===== src/rtl/see_pkg.sv =====
package see_pkg;
    typedef enum logic [2:0] {
        ST_IDLE,
        ST_CMD,
        ST_DATA,
        ST_RDOUT,
        ST_WAITCS
    } state_t;

    typedef enum logic [1:0] {
        OP_EXT   = 2'b00,
        OP_WRITE = 2'b01,
        OP_READ  = 2'b10,
        OP_ERASE = 2'b11
    } opcode_t;

    typedef enum logic [1:0] {
        EX_LOCK   = 2'b00,
        EX_FILL   = 2'b01,
        EX_CLRALL = 2'b10,
        EX_UNLOCK = 2'b11
    } ext_t;
endpackage


===== src/rtl/see_sync.sv =====
module see_sync #(
    parameter int WIDTH  = 3,
    parameter int STAGES = 2
) (
    input  logic             clk,
    input  logic             rst_n,
    input  logic [WIDTH-1:0] d,
    output logic [WIDTH-1:0] q
);
    logic [WIDTH-1:0] chain [STAGES];

    always_ff @(posedge clk or negedge rst_n) begin
        if (!rst_n) begin
            for (int s = 0; s < STAGES; s++) chain[s] <= '0;
        end else begin
            chain[0] <= d;
            for (int s = 1; s < STAGES; s++) chain[s] <= chain[s-1];
        end
    end

    assign q = chain[STAGES-1];
endmodule


===== src/rtl/see_array.sv =====
module see_array #(
    parameter int ADDR_W = 6,
    parameter int DATA_W = 16
) (
    input  logic              clk,
    input  logic              rst_n,
    input  logic              we_one,
    input  logic              we_all,
    input  logic [ADDR_W-1:0] waddr,
    input  logic [DATA_W-1:0] wdata,
    input  logic [ADDR_W-1:0] raddr,
    output logic [DATA_W-1:0] rdata
);
    localparam int DEPTH = 1 << ADDR_W;

    logic [DATA_W-1:0] mem [DEPTH];

    generate
        for (genvar w = 0; w < DEPTH; w++) begin : g_word
            always_ff @(posedge clk or negedge rst_n) begin
                if (!rst_n)
                    mem[w] <= '1;
                else if (we_all || (we_one && waddr == ADDR_W'(w)))
                    mem[w] <= wdata;
            end
        end
    endgenerate

    assign rdata = mem[raddr];
endmodule


===== src/rtl/see_timer.sv =====
module see_timer #(
    parameter int PROG_CYCLES = 20000
) (
    input  logic clk,
    input  logic rst_n,
    input  logic start,
    output logic busy
);
    localparam int CW = $clog2(PROG_CYCLES + 1);

    logic [CW-1:0] remain;

    always_ff @(posedge clk or negedge rst_n) begin
        if (!rst_n)
            remain <= '0;
        else if (start)
            remain <= CW'(PROG_CYCLES);
        else if (remain != '0)
            remain <= remain - 1'b1;
    end

    assign busy = (remain != '0);
endmodule


===== src/rtl/serial_eeprom_slave.sv =====
module serial_eeprom_slave #(
    parameter int ADDR_W      = 6,
    parameter int DATA_W      = 16,
    parameter int PROG_CYCLES = 20000,
    parameter int SYNC_STAGES = 2
) (
    input  logic clk,
    input  logic rst_n,
    input  logic cs,
    input  logic sk,
    input  logic di,
    output logic do_data,
    output logic do_oe
);
    import see_pkg::*;

    localparam int OPC_W = 2;
    localparam int CMD_W = OPC_W + ADDR_W;
    localparam int MAXB  = (DATA_W > CMD_W) ? DATA_W : CMD_W;
    localparam int CNT_W = $clog2(MAXB + 1);

    // input synchronizers and edge detect
    logic [2:0] pins_s;
    logic       cs_s, sk_s, di_s, sk_q, sk_rise;

    see_sync #(.WIDTH(3), .STAGES(SYNC_STAGES)) u_sync (
        .clk(clk), .rst_n(rst_n), .d({cs, sk, di}), .q(pins_s)
    );
    assign {cs_s, sk_s, di_s} = pins_s;
    assign sk_rise = sk_s & ~sk_q;

    // state and datapath registers
    state_t             state, state_nx;
    logic [CNT_W-1:0]   bitcnt;
    logic [CMD_W-1:0]   cmd_sh;
    logic [DATA_W-1:0]  data_sh;
    logic [DATA_W:0]    out_sh;
    logic [ADDR_W-1:0]  addr_q;
    logic               fill_q;
    logic               wen_q;
    logic               stat_q;
    logic               busy;

    // decode of the frame as it completes
    logic [CMD_W-1:0]   cmd_full;
    opcode_t            opcode;
    logic [ADDR_W-1:0]  addr_in;
    ext_t               ext;
    logic [DATA_W-1:0]  data_full;
    logic               start_ok, last_cmd, last_data, last_out;

    assign cmd_full  = {cmd_sh[CMD_W-2:0], di_s};
    assign opcode    = opcode_t'(cmd_full[CMD_W-1 -: OPC_W]);
    assign addr_in   = cmd_full[ADDR_W-1:0];
    assign ext       = ext_t'(addr_in[ADDR_W-1 -: 2]);
    assign data_full = {data_sh[DATA_W-2:0], di_s};

    assign start_ok  = (state == ST_IDLE) && cs_s && sk_rise && di_s && !busy;
    assign last_cmd  = (state == ST_CMD) && sk_rise && (bitcnt == CNT_W'(CMD_W - 1));
    assign last_data = (state == ST_DATA) && sk_rise && (bitcnt == CNT_W'(DATA_W - 1));
    assign last_out  = (state == ST_RDOUT) && sk_rise && (bitcnt == CNT_W'(DATA_W));

    // array and programming timer
    logic              arr_we_one, arr_we_all, prog_start;
    logic [ADDR_W-1:0] arr_waddr;
    logic [DATA_W-1:0] arr_wdata, arr_rdata;

    see_array #(.ADDR_W(ADDR_W), .DATA_W(DATA_W)) u_array (
        .clk(clk), .rst_n(rst_n),
        .we_one(arr_we_one), .we_all(arr_we_all),
        .waddr(arr_waddr), .wdata(arr_wdata),
        .raddr(addr_in), .rdata(arr_rdata)
    );

    see_timer #(.PROG_CYCLES(PROG_CYCLES)) u_timer (
        .clk(clk), .rst_n(rst_n), .start(prog_start), .busy(busy)
    );

    // next-state logic
    always_comb begin
        state_nx = state;
        unique case (state)
            ST_IDLE: begin
                if (start_ok) state_nx = ST_CMD;
            end
            ST_CMD: begin
                if (!cs_s)
                    state_nx = ST_IDLE;
                else if (last_cmd) begin
                    unique case (opcode)
                        OP_READ:  state_nx = ST_RDOUT;
                        OP_WRITE: state_nx = ST_DATA;
                        OP_ERASE: state_nx = ST_WAITCS;
                        OP_EXT:   state_nx = (ext == EX_FILL) ? ST_DATA : ST_WAITCS;
                        default:  state_nx = ST_WAITCS;
                    endcase
                end
            end
            ST_DATA: begin
                if (!cs_s)          state_nx = ST_IDLE;
                else if (last_data) state_nx = ST_WAITCS;
            end
            ST_RDOUT: begin
                if (!cs_s)         state_nx = ST_IDLE;
                else if (last_out) state_nx = ST_WAITCS;
            end
            ST_WAITCS: begin
                if (!cs_s) state_nx = ST_IDLE;
            end
            default: state_nx = ST_IDLE;
        endcase
    end

    // programming launch
    always_comb begin
        arr_we_one = 1'b0;
        arr_we_all = 1'b0;
        prog_start = 1'b0;
        arr_waddr  = last_cmd ? addr_in : addr_q;
        arr_wdata  = '1;
        if (last_cmd && cs_s && wen_q) begin
            if (opcode == OP_ERASE) begin
                arr_we_one = 1'b1;
                prog_start = 1'b1;
            end else if (opcode == OP_EXT && ext == EX_CLRALL) begin
                arr_we_all = 1'b1;
                prog_start = 1'b1;
            end
        end
        if (last_data && cs_s && wen_q) begin
            arr_wdata  = data_full;
            arr_we_all = fill_q;
            arr_we_one = ~fill_q;
            prog_start = 1'b1;
        end
    end

    // state register
    always_ff @(posedge clk or negedge rst_n) begin
        if (!rst_n) state <= ST_IDLE;
        else        state <= state_nx;
    end

    // datapath registers
    always_ff @(posedge clk or negedge rst_n) begin
        if (!rst_n) begin
            sk_q    <= 1'b0;
            bitcnt  <= '0;
            cmd_sh  <= '0;
            data_sh <= '0;
            out_sh  <= '0;
            addr_q  <= '0;
            fill_q  <= 1'b0;
            wen_q   <= 1'b0;
            stat_q  <= 1'b0;
        end else begin
            sk_q <= sk_s;
            if (state_nx != state)
                bitcnt <= '0;
            else if (sk_rise)
                bitcnt <= bitcnt + 1'b1;
            if (state == ST_CMD && sk_rise)
                cmd_sh <= cmd_full;
            if (state == ST_DATA && sk_rise)
                data_sh <= data_full;
            if (last_cmd)
                out_sh <= {1'b0, arr_rdata};
            else if (state == ST_RDOUT && sk_rise)
                out_sh <= {out_sh[DATA_W-1:0], 1'b0};
            if (last_cmd) begin
                addr_q <= addr_in;
                fill_q <= (opcode == OP_EXT);
                if (cs_s && opcode == OP_EXT && ext == EX_UNLOCK) wen_q <= 1'b1;
                if (cs_s && opcode == OP_EXT && ext == EX_LOCK)   wen_q <= 1'b0;
            end
            if (prog_start)
                stat_q <= 1'b1;
            else if (start_ok)
                stat_q <= 1'b0;
        end
    end

    // outputs
    always_comb begin
        do_oe   = 1'b0;
        do_data = 1'b0;
        unique case (state)
            ST_RDOUT: begin
                do_oe   = cs_s;
                do_data = out_sh[DATA_W];
            end
            ST_IDLE: begin
                do_oe   = cs_s & stat_q;
                do_data = ~busy;
            end
            default: begin
                do_oe   = 1'b0;
                do_data = 1'b0;
            end
        endcase
    end
endmodule


===== config.mk =====
export PLATFORM = sky130hd
export DESIGN_NAME = serial_eeprom_slave
export DESIGN_NICKNAME = d
export VERILOG_FILES = /design/src/rtl/see_pkg.sv /design/src/rtl/see_sync.sv /design/src/rtl/see_array.sv /design/src/rtl/see_timer.sv /design/src/rtl/serial_eeprom_slave.sv
export SDC_FILE = /design/constraint.sdc
export NUM_CORES = 1
export LEC_CHECK = 0
export CAP_MARGIN = 20
export CORE_UTILIZATION = 50
export CTS_CLUSTER_DIAMETER = 50
export DETAILED_ROUTE_END_ITERATION = 6
export PLACE_DENSITY_LB_ADDON = 0.2
export REMOVE_ABC_BUFFERS = 1
export SETUP_SLACK_MARGIN = 0.15
export SLEW_MARGIN = 20
export SYNTH_ARGS = -nofsm -noshare
export SYNTH_HDL_FRONTEND = slang
export SYNTH_SLANG_ARGS = --single-unit

===== constraint.sdc =====
create_clock -name clk -period 2.68 [get_ports clk]
set_input_delay 0.536 -clock clk [delete_from_list [all_inputs] [get_ports clk]]
set_output_delay 0.536 -clock clk [all_outputs]
set_load 0.05 [all_outputs]

# Word level (Yosys, flattened, before mapping)
# Cells that the tools add are included.
# op_classes
n_addsub,2
n_lt_le_gt_ge,1
n_eq_ne,77
muxes,38
bitwise_logic,6
n_reduce_logical,158
# op_table
operator,count
$eq A6 B6 Y1 const B,32
$bmux W16 S6,1
$eq A6 B5 Y1 const B,16
$logic_and A1 B1 Y1,82
$logic_or A1 B1 Y1,64
$eq A6 B4 Y1 const B,8
$mux W16,3
$mux W17,2
$mux W15,2
$mux W3,9
$eq A6 B3 Y1 const B,4
$pmux W3 S5,1
$reduce_bool A15 Y1,1
$sub A15 B1 Y15 const B,1
$mux W1,14
$eq A6 B2 Y1 const B,2
$pmux W3 S4,1
$mux W5,2
$reduce_bool A2 Y1,5
$eq A2 B2 Y1 const B,4
$ge A7 B7 Y1 const B,1
$not A6 Y7,1
$eq A3 B2 Y1 const B,2
$eq A6 B1 Y1 const B,1
other kinds (17),23
# totals
register_bits,1102
input_bits,5
out_inout_bits,2
word_cells,359

# Logic depth before layout (Yosys ltp)
# depth
ltp_word,10
mapped_depth,12
ltp_nobuf,8

# Hierarchy
# From an unflattened synthesis, not the netlist that was laid out.
# hier_totals
hier_cells,3289
area_unflattened_um2,51521.9
# modules_own_cells
module,instances,cells_each,area_per_inst_um2,seq_area_each_um2
see_array,1,2930,47798.3,26905.8
serial_eeprom_slave,1,266,2741.4,1426.4
see_timer,1,84,809.5,375.4
see_sync,1,9,172.7,150.1

# Worst setup path after synthesis
# Ideal clock, no wire load.
# synth_path
path_type,flip-flop to flip-flop
start,register bitcnt[0]
end,register u_array.mem[853] in the netlist's numbering
setup_time_ps,82
t_arrival_ps,2859
required_ps,2598
path_slack_ps,-261
stages_incl_launch_ff,10
n_path_buf,2
synth_period_minus_slack_ps,2941
path_cell_list,dfrtp_1 > ha_1 > and4bb_2 > and3_1 > buf_2 > o31ai_4 > nand2_1 > o21ai_2 > buf_4 > mux2_2
# synth_via
elab_chain_cells,8
word_cells_on_any_way,17
cone_classes,eq/ne: 3; mux: 6; reduce/logical: 8
# synth_lines
element,line_no,text
"start, declared",serial_eeprom_slave.sv:34,logic [CNT_W-1:0] bitcnt;
"start signal, assigned",serial_eeprom_slave.sv:161,bitcnt <= bitcnt + 1'b1;
$eq A5 B3 Y1,serial_eeprom_slave.sv:59,assign last_cmd = (state == ST_CMD) && sk_rise && (bitcnt == CNT_W'(CMD_W - 1));
$logic_and A1 B1 Y1,serial_eeprom_slave.sv:59,
$logic_and A1 B1 Y1 (2 in series),serial_eeprom_slave.sv:121,if (last_cmd && cs_s && wen_q) begin
$mux W1,serial_eeprom_slave.sv:121,
$mux W1,serial_eeprom_slave.sv:130,if (last_data && cs_s && wen_q) begin
$logic_and A1 B1 Y1,see_array.sv:23,else if (we_all || (we_one && waddr == ADDR_W'(w)))
$logic_or A1 B1 Y1,see_array.sv:23,
"end signal, assigned by index",see_array.sv:24,mem[w] <= wdata;
"end, declared",see_array.sv:16,logic [DATA_W-1:0] mem [DEPTH];
# Several ways; a longest one is shown, not always the timed one.
# A chain may end at the register's enable or synchronous reset.

# Final worst setup path
# layout_path
start,register state[2]
end,register u_array.mem[549] in the netlist's numbering
# layout_via
elab_chain_cells,9
word_cells_on_any_way,19
cone_classes,eq/ne: 3; mux: 6; reduce/logical: 10
# layout_lines
element,line_no,text
"start, declared",serial_eeprom_slave.sv:33,"state_t state, state_nx;"
"start signal, assigned",serial_eeprom_slave.sv:141,else state <= state_nx;
$eq A3 B1 Y1,serial_eeprom_slave.sv:59,
$logic_and A1 B1 Y1 (2 in series),serial_eeprom_slave.sv:59,
$logic_and A1 B1 Y1 (2 in series),serial_eeprom_slave.sv:121,
$mux W1,serial_eeprom_slave.sv:121,
$mux W1,serial_eeprom_slave.sv:130,
$logic_and A1 B1 Y1,see_array.sv:23,
$logic_or A1 B1 Y1,see_array.sv:23,
# Several ways; a longest one is shown, not always the timed one.

==> impl_metrics.yaml <==
logic_synthesis:
  synth_top_family_by_area: "multiplexers"
  syn_area_per_cell_sq_um: 15.36
  yosysSeqAreaShare_pct: 54.70
  synth.top_cell.area_share_pct: 51.00
  synth_cells: 3434
  yosysMostFrequentCell: "mux2_2"
  synth_mux_area_share_pct: 34.80
  yosys.area.top_type: "dfstp_2"
  yosys.area_share.adder_pct: 0.1186
  synth_commonest_cells: "mux2_2, dfstp_2, mux4_2"
  syn_area_sq_um: 52760
  synth_area_leaders: "dfstp_2, mux2_2, mux4_2"
  ys_types: 77
  synthArstFlopShare_pct: 100.0
  synthXorXnorAreaFrac_pct: 0.1992
  synth-compound-area-share_pct: 4.421
  synth_edf_count: 0
  synth_seq_cells: 1102
  yosys.area_share.simple_pct: 2.867
  synthFlopType: "dfstp_2"
  ys_warn_count: 0
run:
  drv_cap: 0
timing:
  worstMarginPinSlew_ps: 1154
  finalSetupViolations: 1020
  fin_crit_sh_pct: 111.6
  slew_headroom_pct: 22.59
  skew_ps: 33.75
  final-max-slew-violation-count: 0
  timing.final.ws_setup_ps: -309.8
  rsz0062_at_grt: "true"
  finalCriticalPeriod_ps: 2990
  max_freq_mhz: 334.5
  final_hold_viol_count: 0
placed_design:
  post-place-ws_ps: -285.2
  hpwlAfterDp_mm: 90.55
  post_dp_cell_area_sq_um: 57320
  gp_congestion: 0.9320
  dp.cells: 4855
  io_buffer_count: 6
global_routing:
  grtUsageTotal_pct: 28.32
  grt_max_degree: 91
  grt_pass1_wl_mm: 227.5
  grt_antenna_before_repair: 2
  grt_overflow: 0
  grt_pass1_vias: 34880
layout:
  drive_gt1_share_pct: 82.58
  nFillCells: 6952
  layout.nets: 3850
  final_area_sq_um: 67700
  stdcell_count: 5324
  multi_input_area_sq_um: 24900
  ff_latch_area_sq_um: 28870
  syn_to_final_growth_pct: 28.33
setup_path:
  rr_endpoint: "u_array.mem[549]"
  required_ps: 3340
  ff2ff_setup_slack_ps: -310
  start_kind: "register"
  arrival_ps: 3650
  crit_top_cell: "buf_6"
  worst_path_largest_cell_delay_ps: 390
  rr_startpoint: "state[2]"
  cpMaxStageDelayCell: "dfrtp_1"
  r2r_cells: 14
  critPathKind: "reg2reg"
  crit_fanout: 8
  endpoint_kind: "register"
  worstPathCellList: "nor4bb_2 -> buf_4 -> nand3_4 -> buf_12 -> buf_8 -> buf_6 -> buf_6 -> buf_6 -> o21bai_4 -> buf_6 -> nand2_4 -> o21ai_4 -> clkbuf_16 -> mux2_4"
routing:
  via_per_inst: 6.166
  drt_iter0_drc: 2404
  route.detailed.drc: 0
  avgRoutedWirePerCell_um: 29.41
  drtAntennaViolNets: 0
  wl_mm: 156.6
  first_pass_iters: 7
  vias: 32830
clock_network:
  cts_buffer_depth: 3
  clock-sinks: 1102
  insertion_delay_ps: 750
  cts_tree: "built"
  clk_pin_slew_ps: 50
  cts_max_level: 4
  root_buffer: "clkbuf_16"
  cts_buffers: 133
status:
  status: "complete, but fails checks"
  violations: "setup timing"
floorplan:
  io_pins: 7
  dieArea_sq_um: 106800
  die_h_um: 326.8
  die_w_um: 326.8
  rows: 118
  core_sq_um: 104100
  start_util_pct: 50.69
hold_path:
  hold_path.startpoint: "cs"
  worstHoldPathCells: 1
  holdPathEnd: "u_sync.chain[5]"
  hp-class: "in2reg"
pwr:
  p_leak_uw: 0.02827
  p_per_area_nw_per_um2: 570.3
  ir_drop_v: 0.0005410
worst max-delay path by stage:
stage,startpoint,end,slack [ps],cells past startpoint
floorplan,u_sync.q[0],u_array.mem[389],-11500,5
global placement,cmd_sh[1],out_sh[8],-280,8
detailed placement,cmd_sh[1],out_sh[8],-290,8
CTS,u_timer.remain[7],do_data,-300,6
global route,sk_q,u_array.mem[558],-400,14
finish,state[2],u_array.mem[549],-310,14
state kept, by name, indices dropped and copies added (netlist names), 3 cells and up:
signal	count
cmd_sh	7
u_sync.chain	3
bitcnt	5
u_timer.remain	15
u_sync.q	3
out_sh	17
u_array.mem	1024
state	3
addr_q	6
data_sh	15
metal layers:
metal / track usage [%] / wire (um) / vias to the layer above
met1: 38.98 / 67820 / 17920
met4: 9.691 / 5467 / 4
met3: 4.864 / 8011 / 301
met2: 45.51 / 75280 / 1010
met5: 0 / 27 / -
li1: - / - / 13590
through the flow:
stage	hold WS [ps]	setup TNS, ps	utilization [%]	power [uW]
floorplan	240.4	-	-	18960
global placement	339.9	-29610	55.07	20480
detailed placement	335.8	-59570	55.07	20530
CTS	199.0	-112530	62.34	38740
global route	232.4	-261750	65.04	39740
finish	235.0	-166470	65.04	38610
worst max-delay path, delay by kind of cell, from the launching register on:
family,cells,cell delay (ps)
buffers and inverters,8,1200
AOI/OAI and AO/OA,2,550
and+or+nand+nor,3,460
DFF,1,390
muxes,1,300
repair_timing:
action | in CTS | in global routing
setup endpoints to repair | 1042 | 1045
endpoints found under the hold margin | 8 | 0
setup buffers | 112 | 71
hold buffers | 1 | 0
resized for setup | 353 | 376
gates cloned | 23 | 24
pin swaps | 42 | 44
cell type report:
type	count	area share [%]
sequential	1102	42.64
inverter	12	0.06653
antenna	1	0.003696
clock buffer	196	5.792
multi-input combinational	2011	36.77
timing repair buffer	580	11.46
tap	1380	2.550
clock inverter	42	0.7134
report_power, final:
part	internal, uW	switching (uW)
combinational	1460	2190
clock	10800	7200
sequential	16800	133
total	29100	9510
placed cells by master (no fill, tap or decap), drive strengths merged, types with 22 or more instances in the layout:
| cell type | instances |
|---|---|
| clkbuf | 222 |
| mux2 | 1075 |
| nor2b | 28 |
| buf | 549 |
| mux4 | 217 |
| o22ai | 29 |
| nor2 | 49 |
| a21oi | 35 |
| mux2i | 131 |
| dfstp | 1024 |
| a211oi | 22 |
| a31oi | 35 |
| nor3 | 23 |
| o21ai | 54 |
| dfrtp | 78 |
| nand3 | 24 |
| inv | 23 |
| nand2 | 91 |
logic make-up after synthesis:
kind of cell | count (synthesis)
fa+ha+maj | 5
simple gates | 293
mux | 1423
buf+inv | 321
xor+xnor | 12
compound gates | 278
flops | 1102
Power figures use the tool's default switching activity.
